## src/rtl/coal_pkg.sv

```systemverilog
package coal_pkg;
  localparam int unsigned SECTOR_BYTES = 32;
  localparam int unsigned REGION_BYTES = 128;
  localparam int unsigned SEC_LSB      = $clog2(SECTOR_BYTES);
  localparam int unsigned REG_LSB      = $clog2(REGION_BYTES);
  localparam int unsigned SEC_SEL_W    = REG_LSB - SEC_LSB;
  localparam int unsigned SECTORS      = REGION_BYTES / SECTOR_BYTES;

  typedef enum logic [1:0] {
    SEG_32  = 2'd0,
    SEG_64  = 2'd1,
    SEG_128 = 2'd2
  } seg_size_e;

  typedef enum logic {
    ST_IDLE = 1'b0,
    ST_BUSY = 1'b1
  } coal_state_e;
endpackage

```

## src/rtl/coal_lane_pick.sv

```systemverilog
module coal_lane_pick #(
  parameter int unsigned LANES  = 32,
  localparam int unsigned LANE_W = $clog2(LANES)
) (
  input  logic [LANES-1:0]  pending,
  output logic              any,
  output logic [LANE_W-1:0] lead
);
  always_comb begin
    lead = '0;
    for (int i = LANES - 1; i >= 0; i--) begin
      if (pending[i]) lead = LANE_W'(i);
    end
  end
  assign any = |pending;
endmodule

```

## src/rtl/coal_group.sv

```systemverilog
module coal_group #(
  parameter int unsigned LANES = 32,
  parameter int unsigned SEG_W = 27,
  localparam int unsigned LANE_W = $clog2(LANES)
) (
  input  logic [LANES*SEG_W-1:0]          seg_addr,
  input  logic [LANES-1:0]                pending,
  input  logic [LANE_W-1:0]               lead,
  output logic [SEG_W-1:0]                lead_seg,
  output logic [LANES-1:0]                match,
  output logic [coal_pkg::SECTORS-1:0]    touched
);
  import coal_pkg::*;
  localparam int unsigned RGN_W = SEG_W - SEC_SEL_W;

  assign lead_seg = seg_addr[lead*SEG_W +: SEG_W];

  logic [SECTORS-1:0] lane_sec [LANES];

  for (genvar k = 0; k < LANES; k++) begin : g_lane
    logic [SEG_W-1:0] a;
    assign a        = seg_addr[k*SEG_W +: SEG_W];
    assign match[k] = pending[k] &&
                      (a[SEG_W-1:SEC_SEL_W] == lead_seg[SEG_W-1:SEC_SEL_W]);
    always_comb begin
      lane_sec[k] = '0;
      if (match[k]) lane_sec[k][a[SEC_SEL_W-1:0]] = 1'b1;
    end
  end

  always_comb begin
    touched = '0;
    for (int k = 0; k < LANES; k++) touched = touched | lane_sec[k];
  end

  logic [RGN_W-1:0] unused_rgn;
  assign unused_rgn = '0;
endmodule

```

## src/rtl/coal_segment.sv

```systemverilog
module coal_segment #(
  parameter int unsigned ADDR_W = 32,
  parameter int unsigned SEG_W  = 27
) (
  input  logic [SEG_W-1:0]             lead_seg,
  input  logic [coal_pkg::SECTORS-1:0] touched,
  output logic [ADDR_W-1:0]            base,
  output coal_pkg::seg_size_e          size
);
  import coal_pkg::*;
  logic wide;
  assign wide = ($countones(touched) > 1);

  always_comb begin
    if (wide) begin
      size = SEG_128;
      base = {lead_seg[SEG_W-1:SEC_SEL_W], {REG_LSB{1'b0}}};
    end else begin
      size = SEG_32;
      base = {lead_seg, {SEC_LSB{1'b0}}};
    end
  end
endmodule

```

## src/rtl/warp_coalescer.sv

```systemverilog
module warp_coalescer #(
  parameter int unsigned LANES  = 32,
  parameter int unsigned ADDR_W = 32,
  localparam int unsigned CNT_W = $clog2(LANES + 1)
) (
  input  logic                    clk,
  input  logic                    rst_n,
  input  logic                    req_valid,
  output logic                    req_ready,
  input  logic [LANES*ADDR_W-1:0] req_addr,
  input  logic [LANES-1:0]        req_mask,
  output logic                    txn_valid,
  input  logic                    txn_ready,
  output logic [ADDR_W-1:0]       txn_base,
  output logic [1:0]              txn_size,
  output logic [LANES-1:0]        txn_lanes,
  output logic                    done,
  output logic [CNT_W-1:0]        done_count
);
  import coal_pkg::*;
  localparam int unsigned SEG_W  = ADDR_W - SEC_LSB;
  localparam int unsigned LANE_W = $clog2(LANES);

  coal_state_e              state_q;
  logic [LANES*SEG_W-1:0]   seg_q;
  logic [LANES-1:0]         pend_q;
  logic [CNT_W-1:0]         cnt_q;

  logic [LANES*SEG_W-1:0]   seg_in;
  logic [LANES*SEC_LSB-1:0] unused_low;
  for (genvar k = 0; k < LANES; k++) begin : g_split
    assign seg_in[k*SEG_W +: SEG_W] = req_addr[k*ADDR_W + SEC_LSB +: SEG_W];
    assign unused_low[k*SEC_LSB +: SEC_LSB] = req_addr[k*ADDR_W +: SEC_LSB];
  end

  logic               any;
  logic [LANE_W-1:0]  lead;
  logic [SEG_W-1:0]   lead_seg;
  logic [LANES-1:0]   match;
  logic [SECTORS-1:0] touched;
  seg_size_e          size;

  coal_lane_pick #(.LANES(LANES)) u_pick (
    .pending(pend_q), .any(any), .lead(lead)
  );

  coal_group #(.LANES(LANES), .SEG_W(SEG_W)) u_group (
    .seg_addr(seg_q), .pending(pend_q), .lead(lead),
    .lead_seg(lead_seg), .match(match), .touched(touched)
  );

  coal_segment #(.ADDR_W(ADDR_W), .SEG_W(SEG_W)) u_seg (
    .lead_seg(lead_seg), .touched(touched), .base(txn_base), .size(size)
  );

  logic busy, req_fire, txn_fire;
  assign busy      = (state_q == ST_BUSY);
  assign req_ready = !busy;
  assign req_fire  = req_valid && req_ready;
  assign txn_valid = busy && any;
  assign txn_fire  = txn_valid && txn_ready;
  assign txn_lanes = match;
  assign txn_size  = size;
  assign done      = busy && !any;
  assign done_count = cnt_q;

  always_ff @(posedge clk) begin
    if (!rst_n) begin
      state_q <= ST_IDLE;
      seg_q   <= '0;
      pend_q  <= '0;
      cnt_q   <= '0;
    end else if (req_fire) begin
      state_q <= ST_BUSY;
      seg_q   <= seg_in;
      pend_q  <= req_mask;
      cnt_q   <= '0;
    end else if (txn_fire) begin
      pend_q  <= pend_q & ~match;
      cnt_q   <= cnt_q + CNT_W'(1);
    end else if (done) begin
      state_q <= ST_IDLE;
    end
  end
endmodule

```

## config.mk

```make
export PLATFORM = sky130hd
export DESIGN_NAME = warp_coalescer
export DESIGN_NICKNAME = d
export VERILOG_FILES = /design/src/rtl/coal_pkg.sv /design/src/rtl/coal_lane_pick.sv /design/src/rtl/coal_group.sv /design/src/rtl/coal_segment.sv /design/src/rtl/warp_coalescer.sv
export SDC_FILE = /design/constraint.sdc
export NUM_CORES = 2
export LEC_CHECK = 0
export BUFFER_PORTS_ARGS = -buffer_cell sky130_fd_sc_hd__buf_2
export CAP_MARGIN = 20
export CORE_AREA = 2 2 444 446
export CTS_CLUSTER_SIZE = 16
export DETAILED_ROUTE_END_ITERATION = 10
export DIE_AREA = 0 0 446 448
export SLEW_MARGIN = 20
export SYNTH_ARGS = -nofsm -noshare
export SYNTH_HDL_FRONTEND = slang
export SYNTH_SLANG_ARGS = --single-unit
```

## constraint.sdc

```tcl
create_clock -name clk -period 12.8 [get_ports clk]
set_input_delay 2.56 -clock clk [delete_from_list [all_inputs] [get_ports clk]]
set_output_delay 2.56 -clock clk [all_outputs]
set_load 0.02 [all_outputs]
```

After elaboration in Yosys (flattened, before gate mapping):

Cells that the tools add are included.

* logic and storage cells: 352
* output and inout bits: 75
* bits of input ports: 1060
* register bits: 903

* mux-type cells: 135
* equality and inequality tests: 33
* $mul: 1
* reduce and logical (&&, ||, !) cells: 75
* magnitude comparators: 65
* bitwise gates (word level): 34
* add/sub/neg operators: 4
* shifts and indexed selects: 1

Operators with widths (number)
* 864-bit by 11-bit variable part select with 27-bit output: 1
* 25-bit == test: 32
* 5-bit two-way mux: 32
* 4-bit two-way mux: 32
* 4-bit OR: 31
* 2-bit by 3-bit < comparator with 1-bit output (second input constant): 32
* 1-bit logical AND: 68
* 1-bit demux with 2-bit select: 32
* 2-bit by 1-bit greater-or-equal comparator with 1-bit output (second input constant): 32
* 32-bit two-way mux: 2
* 1-bit two-way mux: 35
* 32-bit adder: 1
* 32-bit bitwise AND: 1
* 32-bit by 2-bit > comparator with 1-bit output (second input constant): 1
* 32-bit inverter: 1
* 32-bit OR reduction: 1
* 5-bit by 5-bit multiplier with 10-bit output (second input constant): 1
* 7-bit two-way mux: 1
* 6-bit by 1-bit adder with 6-bit output (second input constant): 1
* 1-bit by 1-bit adder with 2-bit output: 2
* 2-bit nonzero test: 2
* 1-bit zero test: 2
* 2-bit two-way mux: 1
* 2-bit inequality test (second input constant): 1
* other kinds (3): 3

Logic depth before layout (Yosys ltp):

* depth after elaboration: 72
* mapped depth: 28
* gate-level depth less buffers: 22

By module:

Synthesis repeated with hierarchy kept, for this count alone.

* cells, all modules: 4305
* area total of the unflattened synthesis: 46544.6 µm²

By module, submodules not included
* warp_coalescer: times used 1, area each 27477.6 µm², cells each 2064
* coal_group: times used 1, area each 18391.4 µm², cells each 2138
* coal_lane_pick: times used 1, area each 385.4 µm², cells each 65
* coal_segment: times used 1, area each 290.3 µm², cells each 38

Worst setup path after synthesis:

OpenSTA, ideal clock, no wires.

* path kind: reg2out
* start: register pend_q[31]
* end: output port txn_base[5]
* slack: 4.301 ns
* arrival time: 5.939 ns
* path buffers: 4
* cell stages (with the launch flop): 26
* cells stage by stage: dfxtp_1 -> buf_4 -> or4_4 -> o211ai_4 -> a21oi_4 -> nand2_2 -> buf_4 -> buf_2 -> a21oi_1 -> a2111oi_0 -> o21ai_2 -> mux2i_1 -> buf_4 -> xor2_1 -> nor4_1 -> nand3_1 -> nor4_1 -> a22o_1 -> a311o_1 -> nor3b_1 -> nand4_1 -> ha_1 -> nand2_1 -> fa_1 -> nand2_1 -> nor2_1

* elaborated cells on any way between the ends: 166
* those cells by class: add/sub: 3; mul: 1; order compare: 1; eq/ne: 32; shift: 1; mux: 65; bitwise: 31; reduce/logical: 32

RTL lines
* from (decl): line warp_coalescer.sv:26 `logic [LANES-1:0] pend_q;`
* from (signal assigned): line warp_coalescer.sv:76 `pend_q <= req_mask;`
* from (signal assigned): line warp_coalescer.sv:79 `pend_q <= pend_q & ~match;`
* 5-bit two-way mux (*) (32 in series): line coal_lane_pick.sv:12 `if (pending[i]) lead = LANE_W'(i);`
* 5-bit by 5-bit multiplier with 10-bit output (*): line coal_group.sv:16 `assign lead_seg = seg_addr[lead*SEG_W +: SEG_W];`
* 864-bit by 11-bit variable part select with 27-bit output (*): line coal_group.sv:16
* 25-bit == test (*): line coal_group.sv:24 `(a[SEG_W-1:SEC_SEL_W] == lead_seg[SEG_W-1:SEC_SEL_W]);`
* 1-bit logical AND (*): line coal_group.sv:23 `assign match[k] = pending[k] &&`
* net txn_lanes[3]: line warp_coalescer.sv:16 `output logic [LANES-1:0] txn_lanes,`
* 4-bit two-way mux (*): line coal_group.sv:27 `if (match[k]) lane_sec[k][a[SEC_SEL_W-1:0]] = 1'b1;`
* 4-bit OR (*) (29 in series): line coal_group.sv:33 `for (int k = 0; k < LANES; k++) touched = touched | lane_sec[k];`
* 1-bit by 1-bit adder with 2-bit output (implied by the code): line coal_segment.sv:12 `assign wide = ($countones(touched) > 1);`
* 32-bit adder (implied by the code) (*): line coal_segment.sv:12
* 32-bit by 2-bit > comparator with 1-bit output (*): line coal_segment.sv:12
* 7-bit two-way mux (*): line coal_segment.sv:15 `if (wide) begin`
* to (decl): line warp_coalescer.sv:14 `output logic [ADDR_W-1:0] txn_base,`

Mark *: on every way through the listed nets, which the timed path passes. The rest lies on a longest branch.

Worst setup path after layout:

* start: register pend_q[27]
* end: output port txn_base[6]

* longest elaborated chain between the ends: 68
* elaborated cells on any way between the ends: 162
* those cells by class: add/sub: 3; mul: 1; order compare: 1; eq/ne: 32; shift: 1; mux: 61; bitwise: 31; reduce/logical: 32

RTL lines (line)
* 5-bit two-way mux (28 in series): coal_lane_pick.sv:12
* 5-bit by 5-bit multiplier with 10-bit output: coal_group.sv:16
* 864-bit by 11-bit variable part select with 27-bit output: coal_group.sv:16
* 25-bit == test: coal_group.sv:24
* 1-bit logical AND: coal_group.sv:23
* 4-bit two-way mux: coal_group.sv:27
* 4-bit OR (31 in series): coal_group.sv:33
* 1-bit by 1-bit adder with 2-bit output (implied by the code): coal_segment.sv:12
* 32-bit adder (implied by the code): coal_segment.sv:12
* 32-bit by 2-bit > comparator with 1-bit output: coal_segment.sv:12
* 7-bit two-way mux (*): coal_segment.sv:15

Every way passes the cells marked *; elsewhere a longest branch is shown, timed or not.

==> flow_summary.ini <==
[status]
status = completed

[clock_tree]
clkLatencyLatePin_ns = 0.81
htree_levels = 3
cts_tree = done
clk_pin_slew_ns = 0.06
cts.sinks = 903
cts_made_buffers = 104
hold_buffers = 0
clock_path_buffers = 3
root_buffer = clkbuf_16

[grt]
antenna_found_initial = 47
grt_max_degree = 243
grt_usage = 0.353
grt_pass1_vias = 55900
grt_pass1_wl_um = 480000
globalRouteOverflowTotal = 0

[sta]
fmax_ghz = 0.0785
rsz0062_at_grt = no
worst_slew_pin_slew_ns = 1.27
fin_crit_sh = 0.996
final.setup.tns_ns = 0
setup_viol = 0
finalCriticalPeriod_ns = 12.74
fin_skew_ns = 0.0563
relSlewSlack = 0.146
drv_slew = 0
hold_viol = 0

[critical_path]
cp_data_required_time_ns = 10.24
critPathBufInv = 10
critPathMostFrequentCell = buf_4
cp_max_fo = 16
critPathSlowestCell = mux2i_1
ff2ff_setup_slack_ns = 5.32
crit_family = compound AO/OA/AOI/OAI gates
critPathLaunchType = flip-flop
cp.arrival_ns = 10.18
worstSetupEndpointType = output port
path_class = reg -> out
critical_path.max_stage_delay_ns = 0.86

[die]
io_pins = 1135
die_height_um = 448
row_count = 162
die-area_um2 = 200000
start_util = 0.279
die_w_um = 446
core_area_um2 = 195000

[drt]
drt-initial-drc-count = 7479
vias = 59400
routedWlPerCell_um = 35.0
ant_nets = 0
avgViaCountPerCell = 5.64
postRouteWirelength_um = 369000
firstDrtPassIters = 6
drc_errors = 0

[finish]
drive_gt1_frac = 0.200
area_delta_synth_final_pct = 23.1
fin_cells = 10500
fill_cells = 20800
regArea_um2 = 18100
final_cell_area_um2 = 66900
post-route-util = 0.344
multi_input_area_um2 = 33600
nNetsFinal = 8939

[logic_synthesis]
seq_area_frac_synth = 0.333
ys_warn_count = 0
ys.flop_type = dfxtp_1
synth_edf_count = 0
yosysUniqueCellTypes = 105
synthArstFlopShare = 0
synth.cell_area_um2 = 54300
synth-seq-cells = 903
postSynthCellCount = 7011
synth_area_leaders = dfxtp_1, nand2_1, a21boi_0, xor2_1, xnor2_1
synth_top_area_frac = 0.333
yosysTopAreaCell = dfxtp_1
syn_avg_cell_area_um2 = 7.75

[job]
cap_violations = 0

[pwr]
clock_power_share = 0.248
swShare = 0.470
leakage_uw = 0.0271
p_seq_frac = 0.257
internal-power_uw = 6890
switchingPower_uw = 6110
vdd_drop_max_mv = 0.127
powerDensity_nw_per_um2 = 195
power_frac_comb = 0.495

[min_path]
hp-class = reg -> reg

[placed_design]
placed_area_um2 = 63100
place_hpwl_um = 297000
place_congestion = 1.12
dp_cells = 10300
portBuffers = 968
==> tightest hold or removal path, cell delays in order (launching register included) <==
cell	delay [ns]
dfxtp_1	0.31
nand2_1	0.04
a21boi_0	0.06
==> area by class of cell <==
cell class / instances / share of cell area
inverter: 116 / 0.00651
timing repair buffer: 1296 / 0.117
tap: 2542 / 0.0476
multi-input combinational: 5454 / 0.502
sequential: 903 / 0.270
clock inverter: 52 / 0.0107
antenna: 24 / 0.000898
clock buffer: 140 / 0.0443
==> cells in the mapped netlist, types with 29 or more instances <==
| cell type | n |
|---|---|
| nor4_1 | 142 |
| xnor2_1 | 250 |
| nand2_1 | 2120 |
| a21boi_0 | 888 |
| a21oi_1 | 65 |
| nor3_1 | 111 |
| mux2i_1 | 160 |
| buf_4 | 69 |
| a31oi_1 | 33 |
| a211oi_1 | 130 |
| buf_2 | 82 |
| nand3_1 | 177 |
| inv_1 | 115 |
| nor2_1 | 124 |
| clkbuf_1 | 331 |
| xor2_1 | 582 |
| buf_1 | 36 |
| a32oi_1 | 49 |
| dfxtp_1 | 903 |
| o211ai_1 | 40 |
| a2111oi_0 | 45 |
| nand4_1 | 91 |
| a221oi_1 | 29 |
| o21ai_0 | 42 |
==> stage by stage <==
stage / setup WS (ns) / hold slack [ns] / total power [uW]
after CTS: 0.408 / 0.469 / 12800
after floorplan: 4.30 / 0.443 / 6570
after global routing: 0.145 / 0.484 / 13300
final: 0.0564 / 0.466 / 13000
after detailed placement: 1.29 / 0.461 / 9570
after global placement: 1.31 / 0.457 / 9520
==> layout by cell type, fill, tap and decap left out, types with 129 or more instances in the layout <==
cell      netlist  layout
nand2_1      2120    2114
mux2i_1       160     156
a211oi_1      130     129
a21boi_0      888     888
nand3_1       177     177
buf_2          82     966
buf_4          69     285
dfxtp_1       903     903
nor4_1        142     141
xor2_1        582     582
xnor2_1       250     250
==> final timing paths <==
path / from / to / cells past startpoint
min: seg_q[473] / seg_q[473] / 2
max reg2reg: pend_q[27] / pend_q[27] / 20
max: pend_q[27] / txn_base[6] / 30
min reg2reg: seg_q[473] / seg_q[473] / 2
==> power by group through the flow <==
stage / clock [uW] / sequential [uW] / combinational (uW)
after global routing: 3360 / 3330 / 6570
after detailed placement: 0 / 3380 / 6180
after global placement: 0 / 3380 / 6140
after floorplan: 0 / 3180 / 3390
after CTS: 3260 / 3320 / 6210
final: 3220 / 3340 / 6440
==> flip-flops by register name, indices dropped and copies added, names as in the netlist <==
name	cells
busy	1
seg_q	864
done_count	6
pend_q	32
==> layer usage <==
layer / vias up / GRT usage / wire, um
li1: 25700 / - / -
met1: 29000 / 0.428 / 143000
met2: 3673 / 0.551 / 161000
met3: 981 / 0.0839 / 33500
met4: 22 / 0.250 / 30300
met5: - / 0 / 140
==> logic make-up (layout without fill, tap and decap cells) <==
| group | Yosys count | in the layout | synth area share |
|---|---|---|---|
| AOI/OAI and AO/OA | 1511 | 1511 | 0.212 |
| xor gates and xnor gates | 832 | 832 | 0.134 |
| adders and majority gates | 4 | 4 | 0.00106 |
| buffers and inverters | 659 | 1604 | 0.0556 |
| DFF | 903 | 903 | 0.333 |
| muxes | 164 | 164 | 0.0310 |
| other | 1 | 30 | 0.0000690 |
| and+or+nand+nor | 2937 | 2937 | 0.233 |
==> what timing repair did <==
| action | 4_1_cts | 5_1_grt |
|---|---|---|
| gates resized for setup | 0 | 2 |
| setup endpoints to repair | 0 | 2 |
| buffers inserted | 0 | 0 |
Power figures use the tool's default switching activity.
